## config.mk

```make
export PLATFORM = sky130hd
export DESIGN_NAME = serial_rx_unit
export DESIGN_NICKNAME = d
export VERILOG_FILES = /design/src/rtl/serial_rx_pkg.sv /design/src/rtl/rx_sync.sv /design/src/rtl/rx_framer.sv /design/src/rtl/rx_holding.sv /design/src/rtl/serial_rx_unit.sv
export SDC_FILE = /design/constraint.sdc
export NUM_CORES = 1
export LEC_CHECK = 0
export BUFFER_PORTS_ARGS = -buffer_cell sky130_fd_sc_hd__buf_4
export CAP_MARGIN = 10
export CORE_ASPECT_RATIO = 1.25
export CORE_UTILIZATION = 40
export DETAILED_ROUTE_END_ITERATION = 10
export PLACE_DENSITY_LB_ADDON = 0.08
export SLEW_MARGIN = 20
export SYNTH_ARGS = -nofsm -noshare
export SYNTH_HDL_FRONTEND = slang
export SYNTH_HIERARCHICAL = 1
export SYNTH_SLANG_ARGS = --single-unit
export TNS_END_PERCENT = 50
```

## constraint.sdc

```tcl
create_clock -name clk -period 3.7 [get_ports clk]
set_clock_uncertainty 0.15 [all_clocks]
set_input_delay 0.185 -clock clk [delete_from_list [all_inputs] [get_ports clk]]
set_output_delay 0.185 -clock clk [all_outputs]
set_load 0.02 [all_outputs]
```

## src/rtl/serial_rx_pkg.sv

```systemverilog
package serial_rx_pkg;
   typedef enum logic [2:0] {
      RX_IDLE,
      RX_START,
      RX_DATA,
      RX_PAR,
      RX_STOP
   } rx_state_e;
endpackage

```

## src/rtl/rx_sync.sv

```systemverilog
module rx_sync #(
   parameter int STAGES = 2
) (
   input  logic clk,
   input  logic rst_n,
   input  logic d,
   output logic q
);
   generate
      if (STAGES < 0) begin : g_bad
         $error("rx_sync: STAGES must not be negative");
      end
      if (STAGES == 0) begin : g_pass
         assign q = d;
      end else begin : g_chain
         logic [STAGES-1:0] ff;
         always_ff @(posedge clk or negedge rst_n) begin
            if (!rst_n) begin
               ff <= '1;
            end else begin
               ff[0] <= d;
               for (int s = 1; s < STAGES; s++) ff[s] <= ff[s-1];
            end
         end
         assign q = ff[STAGES-1];
      end
   endgenerate
endmodule

```

## src/rtl/rx_framer.sv

```systemverilog
module rx_framer
   import serial_rx_pkg::*;
#(
   parameter int DATA_W     = 8,
   parameter int OVERSAMPLE = 16
) (
   input  logic              clk,
   input  logic              rst_n,
   input  logic              tick,
   input  logic              rx,
   input  logic              len7,
   input  logic              par_en,
   input  logic              par_odd,
   output logic              busy_o,
   output logic              xfer_o,
   output logic [DATA_W-1:0] word_o,
   output logic              perr_o,
   output logic              ferr_o,
   output logic              serr_o
);
   localparam int CNT_W = $clog2(OVERSAMPLE);
   localparam int IDX_W = (DATA_W > 2) ? $clog2(DATA_W) : 1;
   localparam logic [CNT_W-1:0] HALF_M1 = CNT_W'(OVERSAMPLE / 2 - 1);
   localparam logic [CNT_W-1:0] FULL_M1 = CNT_W'(OVERSAMPLE - 1);
   localparam logic [IDX_W-1:0] LAST_LONG  = IDX_W'(DATA_W - 1);
   localparam logic [IDX_W-1:0] LAST_SHORT = IDX_W'(DATA_W - 2);

   generate
      if (OVERSAMPLE < 4 || (OVERSAMPLE % 2) != 0) begin : g_bad_os
         $error("rx_framer: OVERSAMPLE must be even and at least 4");
      end
      if (DATA_W < 2) begin : g_bad_w
         $error("rx_framer: DATA_W must be at least 2");
      end
   endgenerate

   rx_state_e         state;
   logic [CNT_W-1:0]  cnt;
   logic [IDX_W-1:0]  idx;
   logic [DATA_W-1:0] shreg;
   logic              par_bit;
   logic              serr_pend;
   logic              armed;
   logic [IDX_W-1:0]  last_idx;
   logic              at_mid;
   logic              at_end;

   assign last_idx = len7 ? LAST_SHORT : LAST_LONG;
   assign at_mid   = (cnt == HALF_M1);
   assign at_end   = (cnt == FULL_M1);

   assign busy_o = (state != RX_IDLE);
   assign xfer_o = (state == RX_STOP) && tick && at_end;
   assign word_o = shreg;
   assign ferr_o = !rx;
   assign serr_o = serr_pend;
   assign perr_o = par_en & (par_bit ^ (^shreg) ^ par_odd);

   always_ff @(posedge clk or negedge rst_n) begin
      if (!rst_n) begin
         state     <= RX_IDLE;
         cnt       <= '0;
         idx       <= '0;
         shreg     <= '0;
         par_bit   <= 1'b0;
         serr_pend <= 1'b0;
         armed     <= 1'b0;
      end else if (tick) begin
         unique case (state)
            RX_IDLE: begin
               if (rx) begin
                  armed <= 1'b1;
               end else if (armed) begin
                  state   <= RX_START;
                  armed   <= 1'b0;
                  cnt     <= '0;
                  idx     <= '0;
                  shreg   <= '0;
                  par_bit <= 1'b0;
               end
            end
            RX_START: begin
               if (at_mid) begin
                  cnt <= '0;
                  if (!rx) begin
                     state <= RX_DATA;
                  end else begin
                     state     <= RX_IDLE;
                     serr_pend <= 1'b1;
                     armed     <= 1'b1;
                  end
               end else begin
                  cnt <= cnt + 1'b1;
               end
            end
            RX_DATA: begin
               if (at_end) begin
                  cnt        <= '0;
                  shreg[idx] <= rx;
                  if (idx == last_idx) state <= par_en ? RX_PAR : RX_STOP;
                  else                 idx   <= idx + 1'b1;
               end else begin
                  cnt <= cnt + 1'b1;
               end
            end
            RX_PAR: begin
               if (at_end) begin
                  cnt     <= '0;
                  par_bit <= rx;
                  state   <= RX_STOP;
               end else begin
                  cnt <= cnt + 1'b1;
               end
            end
            RX_STOP: begin
               if (at_end) begin
                  cnt       <= '0;
                  state     <= RX_IDLE;
                  serr_pend <= 1'b0;
                  armed     <= rx;
               end else begin
                  cnt <= cnt + 1'b1;
               end
            end
            default: state <= RX_IDLE;
         endcase
      end
   end

   // nothing moves between ticks
   assert_notick_R11: assert property (@(posedge clk) disable iff (!rst_n)
      !tick |=> ($stable(state) && $stable(cnt)));
   // a rejected start never leads straight to a transfer
   assert_serr_idle_R8: assert property (@(posedge clk) disable iff (!rst_n)
      $rose(serr_pend) |-> (state == RX_IDLE));
endmodule

```

## src/rtl/rx_holding.sv

```systemverilog
module rx_holding #(
   parameter int DATA_W = 8
) (
   input  logic              clk,
   input  logic              rst_n,
   input  logic              xfer,
   input  logic [DATA_W-1:0] word,
   input  logic              perr,
   input  logic              ferr,
   input  logic              serr,
   input  logic              rd,
   input  logic              wr,
   output logic [DATA_W-1:0] data_q,
   output logic              full_q,
   output logic              ovr_q,
   output logic              serr_q,
   output logic              perr_q,
   output logic              ferr_q,
   output logic              irq_q
);
   logic ovr_event;
   assign ovr_event = xfer & full_q & ~rd;

   always_ff @(posedge clk or negedge rst_n) begin
      if (!rst_n) begin
         data_q <= '0;
         full_q <= 1'b0;
         ovr_q  <= 1'b0;
         serr_q <= 1'b0;
         perr_q <= 1'b0;
         ferr_q <= 1'b0;
         irq_q  <= 1'b0;
      end else begin
         irq_q <= xfer;
         ovr_q <= (ovr_q & ~wr) | ovr_event;
         if (xfer) begin
            data_q <= word;
            full_q <= 1'b1;
            serr_q <= serr;
            perr_q <= perr;
            ferr_q <= ferr;
         end else if (rd) begin
            full_q <= 1'b0;
         end
      end
   end

   assert_irq_pulse_R3: assert property (@(posedge clk) disable iff (!rst_n)
      irq_q |=> !irq_q);
   assert_irq_full_R3: assert property (@(posedge clk) disable iff (!rst_n)
      irq_q |-> full_q);
   assert_read_clears_R4: assert property (@(posedge clk) disable iff (!rst_n)
      (rd && !xfer) |=> !full_q);
   assert_ovr_set_R5: assert property (@(posedge clk) disable iff (!rst_n)
      (xfer && full_q && !rd) |=> ovr_q);
   assert_wr_clears_R6: assert property (@(posedge clk) disable iff (!rst_n)
      (wr && !(xfer && full_q && !rd)) |=> !ovr_q);
   assert_err_hold_R10: assert property (@(posedge clk) disable iff (!rst_n)
      !xfer |=> ($stable(perr_q) && $stable(ferr_q) && $stable(serr_q)));
endmodule

```

## src/rtl/serial_rx_unit.sv

```systemverilog
module serial_rx_unit #(
   parameter int DATA_W      = 8,
   parameter int OVERSAMPLE  = 16,
   parameter int SYNC_STAGES = 2
) (
   input  logic              clk,
   input  logic              rst_n,
   input  logic              os_tick,
   input  logic              rx_in,
   input  logic              cfg_len7,
   input  logic              cfg_par_en,
   input  logic              cfg_par_odd,
   input  logic              rd_data,
   input  logic              wr_status,
   output logic [DATA_W-1:0] rx_data,
   output logic              rx_busy,
   output logic              rx_full,
   output logic              err_overrun,
   output logic              err_start,
   output logic              err_parity,
   output logic              err_frame,
   output logic              rx_irq
);
   logic              rx_s;
   logic              xfer;
   logic [DATA_W-1:0] word;
   logic              perr;
   logic              ferr;
   logic              serr;

   rx_sync #(.STAGES(SYNC_STAGES)) i_sync (
      .clk   (clk),
      .rst_n (rst_n),
      .d     (rx_in),
      .q     (rx_s)
   );

   rx_framer #(.DATA_W(DATA_W), .OVERSAMPLE(OVERSAMPLE)) i_framer (
      .clk     (clk),
      .rst_n   (rst_n),
      .tick    (os_tick),
      .rx      (rx_s),
      .len7    (cfg_len7),
      .par_en  (cfg_par_en),
      .par_odd (cfg_par_odd),
      .busy_o  (rx_busy),
      .xfer_o  (xfer),
      .word_o  (word),
      .perr_o  (perr),
      .ferr_o  (ferr),
      .serr_o  (serr)
   );

   rx_holding #(.DATA_W(DATA_W)) i_hold (
      .clk    (clk),
      .rst_n  (rst_n),
      .xfer   (xfer),
      .word   (word),
      .perr   (perr),
      .ferr   (ferr),
      .serr   (serr),
      .rd     (rd_data),
      .wr     (wr_status),
      .data_q (rx_data),
      .full_q (rx_full),
      .ovr_q  (err_overrun),
      .serr_q (err_start),
      .perr_q (err_parity),
      .ferr_q (err_frame),
      .irq_q  (rx_irq)
   );

   assert_irq_busy_R1: assert property (@(posedge clk) disable iff (!rst_n)
      rx_irq |-> $past(rx_busy));
   assert_nopar_R7: assert property (@(posedge clk) disable iff (!rst_n)
      (xfer && !cfg_par_en) |=> !err_parity);
endmodule

```

==> impl_metrics.env <==
export IMPL_status="completed"
export IMPL_drv_cap=0
export IMPL_clock_sinks=37
export IMPL_gp_congestion=0.928
export IMPL_root_buffer="clkbuf_8"
export IMPL_synth_nets=210
export IMPL_fin_setup_tns_ns=0
export IMPL_setup_viol=0
export IMPL_synth_compound_area_frac=0.219
export IMPL_avgRoutedWirePerCell_um=16.4
export IMPL_dieArea_sq_mm=0.00548
export IMPL_viasPerCell=5.91
export IMPL_first_iter_violations=67
export IMPL_synthArstFlopShare=1.00
export IMPL_clk_latency_ns=0.29
export IMPL_r2r_start="i_framer/state[0]"
export IMPL_cp_start_kind="register"
export IMPL_synth_fa_ha_area_frac=0.0169
export IMPL_p_total_mw=1.32
export IMPL_antenna_found_initial=0
export IMPL_grt_max_degree=38
export IMPL_avgSynthCellArea_sq_um=10.4
export IMPL_ys_types=52
export IMPL_dp_hpwl_mm=3.26
export IMPL_intPower_uw=811
export IMPL_cts_clk_slew_worst_paths_ns=0.07
export IMPL_period_needed_ns=2.31
export IMPL_tightest_slew_ns=0.687
export IMPL_pwr_share_seq=0.466
export IMPL_power_leakage_nw=1.04
export IMPL_io_buffers=23
export IMPL_crit_arrival_ns=2.33
export IMPL_p_sw_frac=0.385
export IMPL_num_nets_final=229
export IMPL_grtUsageTotal=0.182
export IMPL_hold_depth=3
export IMPL_rsz0062_at_grt="no"
export IMPL_crit_path_start="i_framer/state[0]"
export IMPL_switchingPower_uw=507
export IMPL_grt_pass1_vias=1533
export IMPL_drcViolationCount=0
export IMPL_routed_wl_mm=4.57
export IMPL_pwr_share_comb=0.329
export IMPL_vdd_drop_max_mv=0.256
export IMPL_die_y_um=82.5
export IMPL_fmax_ghz=0.433
export IMPL_synth_cells=199
export IMPL_io_pins=24
export IMPL_area_growth_pct=13.8
export IMPL_synth_warnings=6
export IMPL_drtPass1Iterations=4
export IMPL_r2r_cells=4
export IMPL_cp_end_kind="register"
export IMPL_p_per_area_mw_per_mm2=558
export IMPL_synth_edff_count=0
export IMPL_synth_xor_area_frac=0.0446
export IMPL_synth_area_sq_mm=0.00208
export IMPL_cts_max_level=2
export IMPL_overflow=0
export IMPL_grt_pass1_wl_mm=7.33
export IMPL_holdCritStartpoint="wr_status"
export IMPL_num_vias=1650
export IMPL_path_max_fanout=23
export IMPL_hold_viol=0
export IMPL_slew_headroom=0.542
export IMPL_clkPwrFrac=0.205
export IMPL_num_fill_cells=431
export IMPL_synth_top_family_by_area="compound AO/OA/AOI/OAI gates"
export IMPL_post_cts_setup_buffers=0
export IMPL_synth_ff_type="dfrtp_1"
export IMPL_period_share=0.624
export IMPL_hold_path_class="input pin to register"
export IMPL_postRouteAntennaNets=0
export IMPL_cts_buffer_depth=2
export IMPL_synth_simple_area_share=0.136
export IMPL_cts_buffers=5
export IMPL_core_rowCount=28
export IMPL_fp_dieW_um=66.4
export IMPL_yosys_register_bits=37
export IMPL_crit_required_ns=3.73
export IMPL_coreArea_sq_mm=0.00487
export IMPL_drive_gt1_frac=0.242
export IMPL_start_util=0.426
export IMPL_synth_seq_area_share=0.447
export IMPL_diodes=0
export IMPL_criticalPathCategory="register to register"
export IMPL_drv_slew=0
export IMPL_synthMuxAreaShare=0.0796
export IMPL_cts_tree="done"
## critical path: stages, from the launching register on
cell and delay, ns:
dfrtp_1 0.79, or2_2 0.31, o221ai_2 0.28, or3_1 0.45, a32o_1 0.21
## power groups by stage
stage / Sequential (mW) / Combinational, mW / Clock, mW
3_5_place_dp: 0.621 / 0.432 / 0
2_1_floorplan: 0.533 / 0.428 / 0
5_1_grt: 0.631 / 0.485 / 0.298
3_3_place_gp: 0.616 / 0.418 / 0
4_1_cts: 0.613 / 0.436 / 0.281
6_report: 0.614 / 0.434 / 0.270
## cells by family (layout without fill, tap and decap cells)
family | after synthesis | after routing
mux | 12 | 12
compound gates | 62 | 62
buf+inv | 25 | 45
simple gates | 51 | 51
xor+xnor | 9 | 9
fa+ha+maj | 3 | 3
flops | 37 | 37
## what timing repair did
item	in CTS	in global routing
hold endpoints to repair	36	0
resized for setup	0	0
hold buffers	2	0
## layout make-up
class | count | area, sq um | area share
Tap cell | 60 | 75.1 | 0.0318
Clock buffer | 6 | 72.6 | 0.0307
Inverter | 11 | 41.3 | 0.0175
Sequential cell | 37 | 928 | 0.393
Clock inverter | 2 | 10.0 | 0.00424
Multi-Input combinational cell | 137 | 1030 | 0.438
Timing Repair Buffer | 26 | 200 | 0.0847
## metal layers
| layer | global-route usage | wire, um | share of wire | up-vias |
|---|---|---|---|---|
| met5 | 0 | 0 | 0 | - |
| met3 | 0.0371 | 218 | 0.048 | 12 |
| met1 | 0.210 | 1940 | 0.42 | 808 |
| met2 | 0.317 | 2310 | 0.51 | 58 |
| met4 | 0.0915 | 103 | 0.023 | 0 |
| li1 | - | - | - | 772 |
## cell usage in the layout, fill, tap and decap left out, types with 2 or more instances in the layout
cell type      count
clkinv_2           2
o21ai_0           10
nand2_1           10
a31oi_1           10
a21oi_1            6
ha_1               2
o41ai_1            3
o22ai_1            2
clkbuf_8           5
a32o_1             5
nor2_1            10
dfstp_2            2
mux2_2             4
buf_4             24
nor3b_1            3
a22oi_1            2
or3_1              3
dfrtp_1           35
inv_1             11
dlygate4sd3_1      2
nand4_1            2
nand2b_1           2
nor2b_1            3
o31ai_1           12
and3_1             2
nor3_1             2
nand3_1            6
xnor2_1            7
mux2_4             8
## Yosys cell counts (3+ instances only)
master,count,area [sq um]
a32o_1,5,50.1
mux2_4,8,120
nor3b_1,3,22.5
nand3_1,6,30.0
clkbuf_1,7,26.3
o21ai_0,10,50.1
nor2_1,10,37.5
nand2_1,10,37.5
mux2_2,4,45.0
nor2b_1,3,18.8
o41ai_1,3,26.3
xnor2_1,7,61.3
inv_1,11,41.3
a31oi_1,10,62.6
nor3_1,3,15.0
a21oi_1,6,30.0
or3_1,3,18.8
o31ai_1,12,90.1
dfrtp_1,35,876
## path summary, 6_finish.rpt
path	to	slack, ns
worst max register to register	i_framer/idx[1]	1.39
min in group asynchronous	i_hold/data_q[4]	0.24
worst max-delay path	i_framer/idx[1]	1.39
worst min register to register	i_sync/g_chain.ff[1]	0.21
worst min-delay path	i_hold/ovr_q	0.05
max in group asynchronous	i_sync/g_chain.ff[1]	2.81
## registers in the layout (all words and copies together), names as in the netlist
register and count:
i_framer/word_o 8, i_hold/data_q 8, i_framer/cnt 4, i_framer/idx 3, i_framer/state 3, i_sync/g_chain.ff 2
i_framer/armed 1, i_framer/par_bit 1, i_framer/serr_o 1, i_hold/ferr_q 1, i_hold/full_q 1, i_hold/irq_q 1
i_hold/ovr_q 1, i_hold/perr_q 1, i_hold/serr_q 1
## stage by stage
| stage | hold slack, ns | cell area, sq um | worst slack [ns] | cells | util |
|---|---|---|---|---|---|
| global placement | 0.0172 | 2260 | 1.47 | 269 | 0.464 |
| CTS | 0.0432 | 2360 | 1.40 | 279 | 0.485 |
| floorplan | -0.261 | 2080 | 1.43 | 199 | - |
| global route | 0.0600 | 2360 | 1.33 | 279 | 0.485 |
| detailed placement | 0.0297 | 2260 | 1.41 | 269 | 0.464 |
| finish | 0.0460 | 2360 | 1.39 | 279 | 0.485 |
(Power assumes the default switching activity.)
